[config.mk]
export PLATFORM = sky130hd
export DESIGN_NAME = lut_dot_engine
export DESIGN_NICKNAME = d
export VERILOG_FILES = /design/src/rtl/lut_dot_pkg.sv /design/src/rtl/lut_act_store.sv /design/src/rtl/lut_subset_table.sv /design/src/rtl/lut_plane_acc.sv /design/src/rtl/lut_dot_engine.sv
export SDC_FILE = /design/constraint.sdc
export NUM_CORES = 1
export LEC_CHECK = 0
export CORE_MARGIN = 5
export CORE_UTILIZATION = 64
export CTS_CLUSTER_SIZE = 24
export DETAILED_ROUTE_END_ITERATION = 12
export DONT_BUFFER_PORTS = 1
export GPL_TIMING_DRIVEN = 0
export MAX_ROUTING_LAYER = met4
export PLACE_DENSITY = 0.92
export SYNTH_ARGS = -nofsm -noshare
export SYNTH_HDL_FRONTEND = slang
export SYNTH_SLANG_ARGS = --single-unit
[constraint.sdc]
create_clock -name clk -period 6.1 [get_ports clk]
set_input_delay 1.525 -clock clk [delete_from_list [all_inputs] [get_ports clk]]
set_output_delay 1.525 -clock clk [all_outputs]
set_load 0.01 [all_outputs]
[src/rtl/lut_dot_pkg.sv]
package lut_dot_pkg;

    typedef enum logic [1:0] {
        S_LOAD  = 2'd0,
        S_BUILD = 2'd1,
        S_LOOK  = 2'd2,
        S_DONE  = 2'd3
    } eng_state_t;

    // position of the lowest set bit; 0 when none is set
    function automatic int unsigned low_bit(input logic [7:0] v);
        int unsigned r;
        r = 0;
        for (int i = 7; i >= 0; i--) begin
            if (v[i]) r = i;
        end
        return r;
    endfunction

endpackage

[src/rtl/lut_act_store.sv]
module lut_act_store #(
    parameter int K  = 32,
    parameter int G  = 4,
    parameter int AW = 8,
    localparam int KIW = $clog2(K),
    localparam int NG  = K / G,
    localparam int GIW = (NG > 1) ? $clog2(NG) : 1
) (
    input  logic                         clk,
    input  logic                         wr_en,
    input  logic [KIW-1:0]               wr_idx,
    input  logic signed [AW-1:0]         wr_data,
    input  logic [GIW-1:0]               rd_grp,
    output logic [G-1:0][AW-1:0]         grp_acts
);
    logic [AW-1:0] mem [K];

    always_ff @(posedge clk) begin
        if (wr_en) mem[wr_idx] <= wr_data;
    end

    for (genvar t = 0; t < G; t++) begin : g_rd
        always_comb grp_acts[t] = mem[KIW'(int'(rd_grp) * G + t)];
    end
endmodule

[src/rtl/lut_subset_table.sv]
module lut_subset_table
    import lut_dot_pkg::*;
#(
    parameter int G  = 4,
    parameter int AW = 8,
    parameter int EW = 11,
    localparam int NENT = 2 ** G,
    localparam int LBW  = (G > 1) ? $clog2(G) : 1
) (
    input  logic                     clk,
    input  logic                     rst,
    input  logic                     bld_en,
    input  logic [G-1:0]             bld_idx,
    input  logic [G-1:0][AW-1:0]     grp_acts,
    input  logic [G-1:0]             rd_pat,
    output logic signed [EW-1:0]     rd_val
);
    logic signed [EW-1:0] ent [NENT];
    logic [G-1:0]         parent;
    logic [LBW-1:0]       lb;
    logic signed [AW-1:0] pick;
    logic signed [EW-1:0] new_val;

    always_comb begin
        parent  = bld_idx & (bld_idx - 1'b1);
        lb      = LBW'(low_bit(8'(bld_idx)));
        pick    = signed'(grp_acts[lb]);
        new_val = ent[parent] + EW'(pick);
    end

    always_ff @(posedge clk) begin
        if (rst) begin
            for (int i = 0; i < NENT; i++) ent[i] <= '0;
        end else if (bld_en && bld_idx != '0) begin
            ent[bld_idx] <= new_val;
        end
    end

    assign rd_val = ent[rd_pat];


    empty_entry_chk: assert property (@(posedge clk) disable iff (rst)
        bld_en |=> ent[0] == '0);
endmodule

[src/rtl/lut_plane_acc.sv]
module lut_plane_acc #(
    parameter int EW    = 11,
    parameter int ACCW  = 19,
    parameter int PW    = 2,
    parameter int AW    = 8,
    parameter int WBITS = 4,
    parameter int K     = 32
) (
    input  logic                      clk,
    input  logic                      rst,
    input  logic                      clr,
    input  logic                      add_en,
    input  logic [PW-1:0]             plane,
    input  logic signed [EW-1:0]      val,
    output logic signed [ACCW-1:0]    acc
);
    localparam longint LIM = (64'sd1 <<< (AW - 1)) * ((64'sd1 <<< WBITS) - 1) * K;

    logic signed [ACCW-1:0] addend;

    always_comb addend = ACCW'(val) <<< plane;

    always_ff @(posedge clk) begin
        if (rst || clr) acc <= '0;
        else if (add_en) acc <= acc + addend;
    end


    clear_chk: assert property (@(posedge clk) disable iff (rst)
        clr |=> acc == '0);


    no_overflow_chk: assert property (@(posedge clk) disable iff (rst)
        (longint'(acc) <= LIM) && (longint'(acc) >= -LIM));
endmodule

[src/rtl/lut_dot_engine.sv]
module lut_dot_engine
    import lut_dot_pkg::*;
#(
    parameter int G     = 4,
    parameter int WBITS = 4,
    parameter int AW    = 8,
    parameter int K     = 32,
    localparam int NG   = K / G,
    localparam int NENT = 2 ** G,
    localparam int EW   = AW + $clog2(G) + 1,
    localparam int ACCW = EW + WBITS + $clog2(NG) + 1,
    localparam int KIW  = $clog2(K),
    localparam int GIW  = (NG > 1) ? $clog2(NG) : 1,
    localparam int PW   = (WBITS > 1) ? $clog2(WBITS) : 1
) (
    input  logic                   clk,
    input  logic                   rst,
    input  logic                   act_valid,
    output logic                   act_ready,
    input  logic [AW-1:0]          act_data,
    input  logic                   wb_valid,
    output logic                   wb_ready,
    input  logic [G-1:0]           wb_bits,
    output logic                   res_done,
    output logic [ACCW-1:0]        res_sum
);
    eng_state_t           state;
    logic [KIW-1:0]       act_cnt;
    logic [GIW-1:0]       grp;
    logic [G-1:0]         bidx;
    logic [PW-1:0]        plane;
    logic                 act_fire, wb_fire;
    logic [G-1:0][AW-1:0] grp_acts;
    logic signed [EW-1:0] tbl_val;
    logic signed [ACCW-1:0] acc;

    assign act_ready = (state == S_LOAD);
    assign wb_ready  = (state == S_LOOK);
    assign res_done  = (state == S_DONE);
    assign act_fire  = act_valid && act_ready;
    assign wb_fire   = wb_valid && wb_ready;
    assign res_sum   = acc;

    always_ff @(posedge clk) begin
        if (rst) begin
            state   <= S_LOAD;
            act_cnt <= '0;
            grp     <= '0;
            bidx    <= '0;
            plane   <= '0;
        end else begin
            case (state)
                S_LOAD: if (act_fire) begin
                    if (act_cnt == KIW'(K - 1)) begin
                        act_cnt <= '0;
                        grp     <= '0;
                        bidx    <= G'(1);
                        state   <= S_BUILD;
                    end else begin
                        act_cnt <= act_cnt + 1'b1;
                    end
                end
                S_BUILD: begin
                    if (bidx == G'(NENT - 1)) begin
                        plane <= '0;
                        state <= S_LOOK;
                    end else begin
                        bidx <= bidx + 1'b1;
                    end
                end
                S_LOOK: if (wb_fire) begin
                    if (plane == PW'(WBITS - 1)) begin
                        if (grp == GIW'(NG - 1)) begin
                            state <= S_DONE;
                        end else begin
                            grp   <= grp + 1'b1;
                            bidx  <= G'(1);
                            state <= S_BUILD;
                        end
                    end else begin
                        plane <= plane + 1'b1;
                    end
                end
                default: state <= S_LOAD;
            endcase
        end
    end

    lut_act_store #(.K(K), .G(G), .AW(AW)) store_i (
        .clk      (clk),
        .wr_en    (act_fire),
        .wr_idx   (act_cnt),
        .wr_data  (act_data),
        .rd_grp   (grp),
        .grp_acts (grp_acts)
    );

    lut_subset_table #(.G(G), .AW(AW), .EW(EW)) table_i (
        .clk      (clk),
        .rst      (rst),
        .bld_en   (state == S_BUILD),
        .bld_idx  (bidx),
        .grp_acts (grp_acts),
        .rd_pat   (wb_bits),
        .rd_val   (tbl_val)
    );

    lut_plane_acc #(.EW(EW), .ACCW(ACCW), .PW(PW), .AW(AW), .WBITS(WBITS), .K(K)) acc_i (
        .clk    (clk),
        .rst    (rst),
        .clr    (act_fire && act_cnt == '0),
        .add_en (wb_fire),
        .plane  (plane),
        .val    (tbl_val),
        .acc    (acc)
    );


    ready_excl_chk: assert property (@(posedge clk) disable iff (rst)
        !(act_ready && wb_ready));


    done_pulse_chk: assert property (@(posedge clk) disable iff (rst)
        res_done |=> !res_done);


    wb_ignore_chk: assert property (@(posedge clk) disable iff (rst)
        (state == S_BUILD) |=> $stable(acc));


    build_len_chk: assert property (@(posedge clk) disable iff (rst)
        (state == S_BUILD && bidx != G'(NENT - 1)) |=> state == S_BUILD);


    act_ignore_chk: assert property (@(posedge clk) disable iff (rst)
        (state == S_LOOK) |=> $stable(act_cnt));
endmodule

==> results of run 1 <==
repair_timing:
| item | 4_1_cts | 5_1_grt |
|---|---|---|
| resized for setup | 4 | 9 |
| endpoints found under the setup margin | 20 | 20 |
| hold buffers | 0 | 0 |
| cloned | 0 | 0 |
| pin swaps | 0 | 0 |
critical path: cells and delay by family (launching register included):
kind / cells / cell delay [ns]
AOI/OAI and AO/OA: 5 / 1.41
buffers and inverters: 4 / 1.13
muxes: 2 / 0.88
adders and majority gates: 2 / 0.80
and+or+nand+nor: 2 / 0.53
xor gates and xnor gates: 2 / 0.52
DFF: 1 / 0.36
power groups by stage:
stage	combinational [uW]	clock [uW]	sequential, uW
CTS	501	3030	3620
detailed placement	486	0	3690
finish	517	3060	3620
floorplan	353	0	3670
global placement	460	0	3680
global route	544	3180	3620
Yosys cell counts (3+ instances only):
cell / number
a211oi_1: 8
a21o_1: 11
a21oi_1: 46
a31oi_1: 8
a32oi_1: 3
and2_1: 7
and3_1: 7
buf_1: 8
buf_2: 9
buf_6: 4
clkbuf_1: 68
dfxtp_1: 38
edfxtp_1: 432
ha_1: 41
inv_1: 16
mux2_2: 25
mux2i_1: 20
mux4_1: 4
mux4_2: 142
nand2_1: 76
nand2b_1: 23
nand3_1: 12
nand3b_1: 4
nand4_1: 6
nor2_1: 242
nor2b_1: 10
nor3_1: 4
nor3b_1: 4
o21a_1: 9
o21ai_0: 37
o21ai_1: 3
o21bai_1: 4
o31ai_1: 3
or3_1: 3
or4_1: 3
xnor2_1: 8
xor2_1: 9
metal layers:
metal	global-route usage [%]	share of wire, %
met4	14.56	5.7
met5	-	0
met1	37.76	32
met3	6.530	11
met2	54.13	51
worst paths after layout:
check / slack (ns) / depth (start not counted) / end
setup / recovery: 0.20 / 17 / table_i.ent[3][10]
hold / removal: 0.54 / 2 / acc_i.acc[13]
setup reg to reg: 0.20 / 17 / table_i.ent[3][10]
hold reg to reg: 0.54 / 2 / acc_i.acc[13]
layout make-up:
class | count | area, sq um
flip-flops and latches | 470 | 13730
diodes | 2 | 5.005
fillers | 1864 | 9723
inverters | 16 | 60.06
clock inverters | 25 | 392.9
multi-input cells | 821 | 7238
plain buffers | 88 | 380.4
clock buffers | 56 | 1187
well taps | 448 | 560.5
cell families (layout without fill, tap and decap cells):
kind of cell | count (synthesis) | count (layout) | share of synthesized area [%]
AO/OA/AOI/OAI | 148 | 148 | 4.233
XOR/XNOR | 18 | 18 | 0.8256
adder cells (fa/ha/maj) | 43 | 43 | 2.588
buffers and inverters | 105 | 185 | 2.038
flip-flops | 470 | 470 | 64.27
multiplexers | 191 | 191 | 17.71
other | 1 | 13 | 0.01755
AND/OR/NAND/NOR | 410 | 410 | 8.320
stage by stage:
stage	area [sq um]	TNS [ns]
after floorplan	21410	0
after global placement	21970	-0.1217
after detailed placement	21970	-0.6735
after CTS	23550	0
after global routing	23560	0
final	23560	0
flip-flops by register name, summed over array words and instances, names as in the netlist, named ones only:
| signal | count |
|---|---|
| store_i.mem | 256 |
| table_i.ent | 176 |
| acc_i.acc | 19 |
| act_cnt | 5 |
| bidx | 4 |
| grp | 3 |
| plane | 2 |
| state | 2 |
==> run summary, run 1 <==
================================================================================
Result of the run                                                   complete, no violations
Cell variety after synth                                                      59
CTS tree                                                                   built
Number of cell rows                                                           67
Worst Setup Path Type                                                    reg2reg
Critical path fanouts, max                                                    19
Die boundary width                                                  192.7 microns
Max-cap viol count                                                             0
Final number of max-transition violations                                      0
Vias                                                                       13620
Proportion of total power due to net switching                            22.46%
Wire length of the first global-routing pass                            85.92 mm
Cell count after placement                                                  1844
Number of clock sinks seen by CTS                                            470
Clk_lat worst skew                                                       0.57 ns
Power share of the combinational group                                      7.2%
CTS Buf Count                                                                 45
Category of the worst setup path launch point                               flop
Startpoint of the most critical setup path                                grp[0]
Cell area power density                                             305.5 nW/um^2
Vias in the first global route                                             13920
Ordered list of cells on the worst path                             buf_6 -> buf_6 -> buf_2 -> mux4_2 -> mux2_2 -> o21ai_0 -> o21ai_0 -> ha_1 -> fa_1 -> a211oi_1 -> o21bai_1 -> or4_1 -> a41oi_1 -> xnor2_1 -> xnor2_4 -> buf_6 -> nor2_1
Depth of the CTS H-tree                                                        2
Pin count of the biggest net entering global routing                          33
RSZ-0062 raised after global routing                                       false
Number of enable flip-flop cells after synthesis                             432
Final setup violation count                                                    0
Overall power consumption                                                7197 uW
Time the final worst path needs with I/O delays and setup               5.903 ns
Share of the synthesized area in the top cell type                        60.71%
Layout cells sized above 1                                                17.55%
GRT Total Usage                                                           32.17%
Synthesized area per cell                                            15.42 sq um
Commonest cells after routing, fill and taps aside                  edfxtp_1 (432), nor2_1 (242), mux4_2 (142)
Register area share after synthesis                                       64.27%
Detailed Routing Iterations Pass 1                                             8
Die Outline Area                                                     37140 sq um
Post-synthesis cell type with the largest combined area                 edfxtp_1
Core area                                                            33280 sq um
Layout Utilization                                                        70.78%
Synthesis warning total                                                        0
Final layout net count                                                      1501
CP Capture Type                                                             flop
IR drop worst, VDD                                                     0.2895 mV
Buffers inserted by post-CTS timing repair                                     0
Internal                                                                 5581 uW
Gpl congestion                                                            0.9689
Period Utilization, post-route                                            96.77%
Number of nets with antenna violations after routing                           0
Share of async-settable or async-resettable flops after synthesis             0%
CP max-delay cell                                                         mux4_2
Worst min path class                                                     reg2reg
Actual transition at the worst max-transition pin                       1.074 ns
Cell chosen for the clock root                                         clkbuf_16
Worst-case setup slack after placement                                -0.2255 ns
Buffers added on ports                                                         0
Clk slew on worst S/H paths                                              0.07 ns
Final hold vios                                                                0
Worst endpoint required time                                             6.41 ns
Starting density of the core                                              64.21%
Worst min-delay path startpoint                                     acc_i.acc[13]
Portion of total power attributed to the clock network                     42.5%
Hold WS                                                                0.5367 ns
Yosys reg bits                                                               470
Sequential cell fraction of total power                                    50.3%
Beginning of the worst register-to-register path                          grp[0]
Post-synthesis cell count                                                   1386
IO Count                                                                      38
Most common cell after layout, fill and taps aside                      edfxtp_1
Cell with the most instances on the worst path                             buf_6
Sum of overflow across all layers after global routing                         0
Largest stage delay on the critical path                                 0.57 ns
Worst slew margin relative to its limit                                   28.43%
HPWL after DPL                                                          36.52 mm
Clk_skew                                                              0.03370 ns
Mean routed wirelength per cell                                     29.57 microns
Arrival time worst endpoint                                              6.21 ns
Highest Clock Rate                                                     169.4 MHz
Max Buffers Root-to-Sink                                                       3
Avg Vias per Cell                                                          7.074
Initial antenna violation count                                                1
Net Sw Power                                                             1616 uW
Total standard cell area after synthesis                             21370 sq um
Number of DRC violations after detailed routing                                0
Die Y-Extent                                                        192.7 microns
Dominant synthesized flop cell                                          edfxtp_1
Leakage power                                                        0.007720 uW
Leading post-synthesis cells by cell area                           edfxtp_1 (61%), mux4_2 (15%), nor2_1 (4.3%)
1st-iter DRT viols                                                          2060
Total wirelength of the detailed-routed design                          56.96 mm
Min setup slack post-route                                             0.1973 ns
Growth of design area from synthesis to finish                            10.24%
Fin cells                                                                   1926
================================================================================
Note: power is estimated with default switching activity, not from simulation.
==> inputs of run 2 (changes only) <==
--- a/config.mk
+++ b/config.mk
@@ -10,7 +10,6 @@
 export CTS_CLUSTER_SIZE = 24
 export DETAILED_ROUTE_END_ITERATION = 12
 export DONT_BUFFER_PORTS = 1
-export GPL_TIMING_DRIVEN = 0
 export MAX_ROUTING_LAYER = met4
 export PLACE_DENSITY = 0.92
 export SYNTH_ARGS = -nofsm -noshare
==> run 2 against run 1 <==
Effect of this change:
- combinational power is 7.2% lower
- global-route usage fell by 0.29 points
- die area unchanged
- count of clock-buffer cells in the layout up 2
- maximum frequency up 13%
- clock power decreased by 9.8%
- critical path type unchanged
- critical endpoint is now table_i.ent[9][10]
- largest cell class unchanged
==> run summary, run 2 (synthesis gave the netlist of run 1 again) <==
==================================================================================
CP Capture Type                                                               flop   unchanged
Number of clock sinks seen by CTS                                              470   unchanged
Leakage power                                                          0.007598 uW   was 0.007720 uW
Arrival time worst endpoint                                                5.53 ns   was 6.21 ns
Fin cells                                                                     1866   was 1926
Worst min path class                                                       reg2reg   unchanged
CTS Buf Count                                                                   45   unchanged
1st-iter DRT viols                                                            2275   was 2060
Internal                                                                   5294 uW   was 5581 uW
CTS tree                                                                     built   unchanged
Hold WS                                                                  0.5256 ns   was 0.5367 ns
IR drop worst, VDD                                                       0.3765 mV   was 0.2895 mV
Clk_lat worst skew                                                         0.59 ns   was 0.57 ns
HPWL after DPL                                                            33.69 mm   was 36.52 mm
Detailed Routing Iterations Pass 1                                               6   was 8
Critical path fanouts, max                                                      15   was 19
Initial antenna violation count                                                  0   was 1
Layout cells sized above 1                                                  18.97%   was 17.55%
Largest register by flop count                                         store_i.mem   unchanged
Period Utilization, post-route                                              85.58%   was 96.77%
Final setup violation count                                                      0   unchanged
Avg Vias per Cell                                                            7.145   was 7.074
IO Count                                                                        38   unchanged
Max Buffers Root-to-Sink                                                         3   unchanged
Hold-fix buffers at CTS                                                          0   unchanged
Sequential cell fraction of total power                                      52.8%   was 50.3%
Buffers added on ports                                                           0   unchanged
Die Outline Area                                                       37140 sq um   unchanged
Portion of total power attributed to the clock network                       40.2%   was 42.5%
RSZ-0062 raised after global routing                                         false   unchanged
Worst Setup Path Type                                                      reg2reg   unchanged
Mean routed wirelength per cell                                       30.43 microns   was 29.57 microns
Power share of the combinational group                                        7.0%   was 7.2%
Final hold vios                                                                  0   unchanged
Time the final worst path needs with I/O delays and setup                 5.221 ns   was 5.903 ns
Die boundary width                                                    192.7 microns   unchanged
Total wirelength of the detailed-routed design                            56.78 mm   was 56.96 mm
Clk_skew                                                                0.02160 ns   was 0.03370 ns
Sum of overflow across all layers after global routing                           0   unchanged
Cell area power density                                               295.1 nW/um^2   was 305.5 nW/um^2
Depth of the CTS H-tree                                                          2   unchanged
GRT Total Usage                                                             31.87%   was 32.17%
Core area                                                              33280 sq um   unchanged
Top flop regs                                                         store_i.mem x256, table_i.ent x176, acc_i.acc x19   unchanged
Max-cap viol count                                                               0   unchanged
Layout Utilization                                                          69.83%   was 70.78%
Most common cell after layout, fill and taps aside                        edfxtp_1   unchanged
Number of nets with antenna violations after routing                             0   unchanged
Final layout net count                                                        1441   was 1501
Worst slew margin relative to its limit                                     22.19%   was 28.43%
Clk slew on worst S/H paths                                                0.07 ns   about the same
Cell count after placement                                                    1783   was 1844
Growth of design area from synthesis to finish                              8.759%   was 10.24%
Proportion of total power due to net switching                              22.81%   was 22.46%
Cell chosen for the clock root                                           clkbuf_16   unchanged
Starting density of the core                                                64.21%   unchanged
Flip-flop count of the largest register, all copies and words added            256   unchanged
Total cell area at the placement stage                                 21820 sq um   was 21970 sq um
Number of cell rows                                                             67   unchanged
Cell area after layout                                                 23240 sq um   was 23560 sq um
Die Y-Extent                                                          192.7 microns   unchanged
Vias in the first global route                                               13420   was 13920
Actual transition at the worst max-transition pin                         1.165 ns   was 1.074 ns
Summed negative setup slack over all endpoints                                0 ns   unchanged
Number of DRC violations after detailed routing                                  0   unchanged
Worst endpoint required time                                               6.41 ns   about the same
Pin count of the biggest net entering global routing                            46   was 33
Commonest cells after routing, fill and taps aside                    edfxtp_1 (432), nor2_1 (242), mux4_2 (142)   unchanged
Quantity of gates resized following cts                                          0   was 4
Gpl congestion                                                              0.9328   was 0.9689
Wire length of the first global-routing pass                              83.94 mm   was 85.92 mm
Vias                                                                         13330   was 13620
Result of the run                                                     complete, no violations   unchanged
Net Sw Power                                                               1565 uW   was 1616 uW
Category of the worst setup path launch point                                 flop   unchanged
Antenna diode instance count                                                     0   was 2
Buffers inserted by post-CTS timing repair                                       0   unchanged
Final number of max-transition violations                                        0   unchanged
Highest Clock Rate                                                       191.5 MHz   was 169.4 MHz
==================================================================================
-- run 2: worst max-delay path, cell delays in order, from the launching register on --
cell and delay, ns:
dfxtp_1 0.53, inv_1 0.20, ha_1 0.32, nor2b_2 0.55, mux4_2 0.41, mux2_2 0.33, ha_1 0.25, fa_1 0.50
a211oi_1 0.32, o21bai_1 0.14, or4_1 0.43, a41oi_1 0.29, xnor2_1 0.19, xnor2_4 0.38, nor2_1 0.09
-- run 2: stage by stage --
step | worst slack, ns | power, uW
final | 0.8794 | 6858
after global routing | 0.5606 | 7024
after CTS | 0.9509 | 6838
after detailed placement | 0.7886 | 4141
after global placement | 0.9481 | 4109
after floorplan | 0.8331 | 4020
-- run 2: final cells by class --
type	instances	area, sq um
inverters	16	60.06
flip-flops and latches	470	13740
well taps	448	560.5
clock buffers	58	1196
repair buffers	28	210.2
clock inverters	25	219.0
multi-input cells	821	7257
fillers	1907	10040
-- run 2: worst paths after layout --
| check | from | end | slack, ns | cells past startpoint |
|---|---|---|---|---|
| worst max register to register | bidx[0] | table_i.ent[9][10] | 0.88 | 14 |
| worst min-delay path | acc_i.acc[13] | acc_i.acc[13] | 0.53 | 2 |
| worst min register to register | acc_i.acc[13] | acc_i.acc[13] | 0.53 | 2 |
| worst max-delay path | bidx[0] | table_i.ent[9][10] | 0.88 | 14 |
-- run 2: routing by layer --
metal	up-vias	part of all wire [%]	global-route usage, %
met4	0	6.4	15.63
met5	-	0	-
met1	6562	32	38.63
li1	5332	-	-
met3	257	11	5.753
met2	1181	50	52.35
-- run 2: power by group through the flow --
stage,logic (uW),clock network (uW),registers (uW)
3_5_place_dp,454,0,3690
4_1_cts,465,2750,3620
5_1_grt,508,2890,3620
3_3_place_gp,432,0,3680
2_1_floorplan,353,0,3670
6_report,480,2760,3620
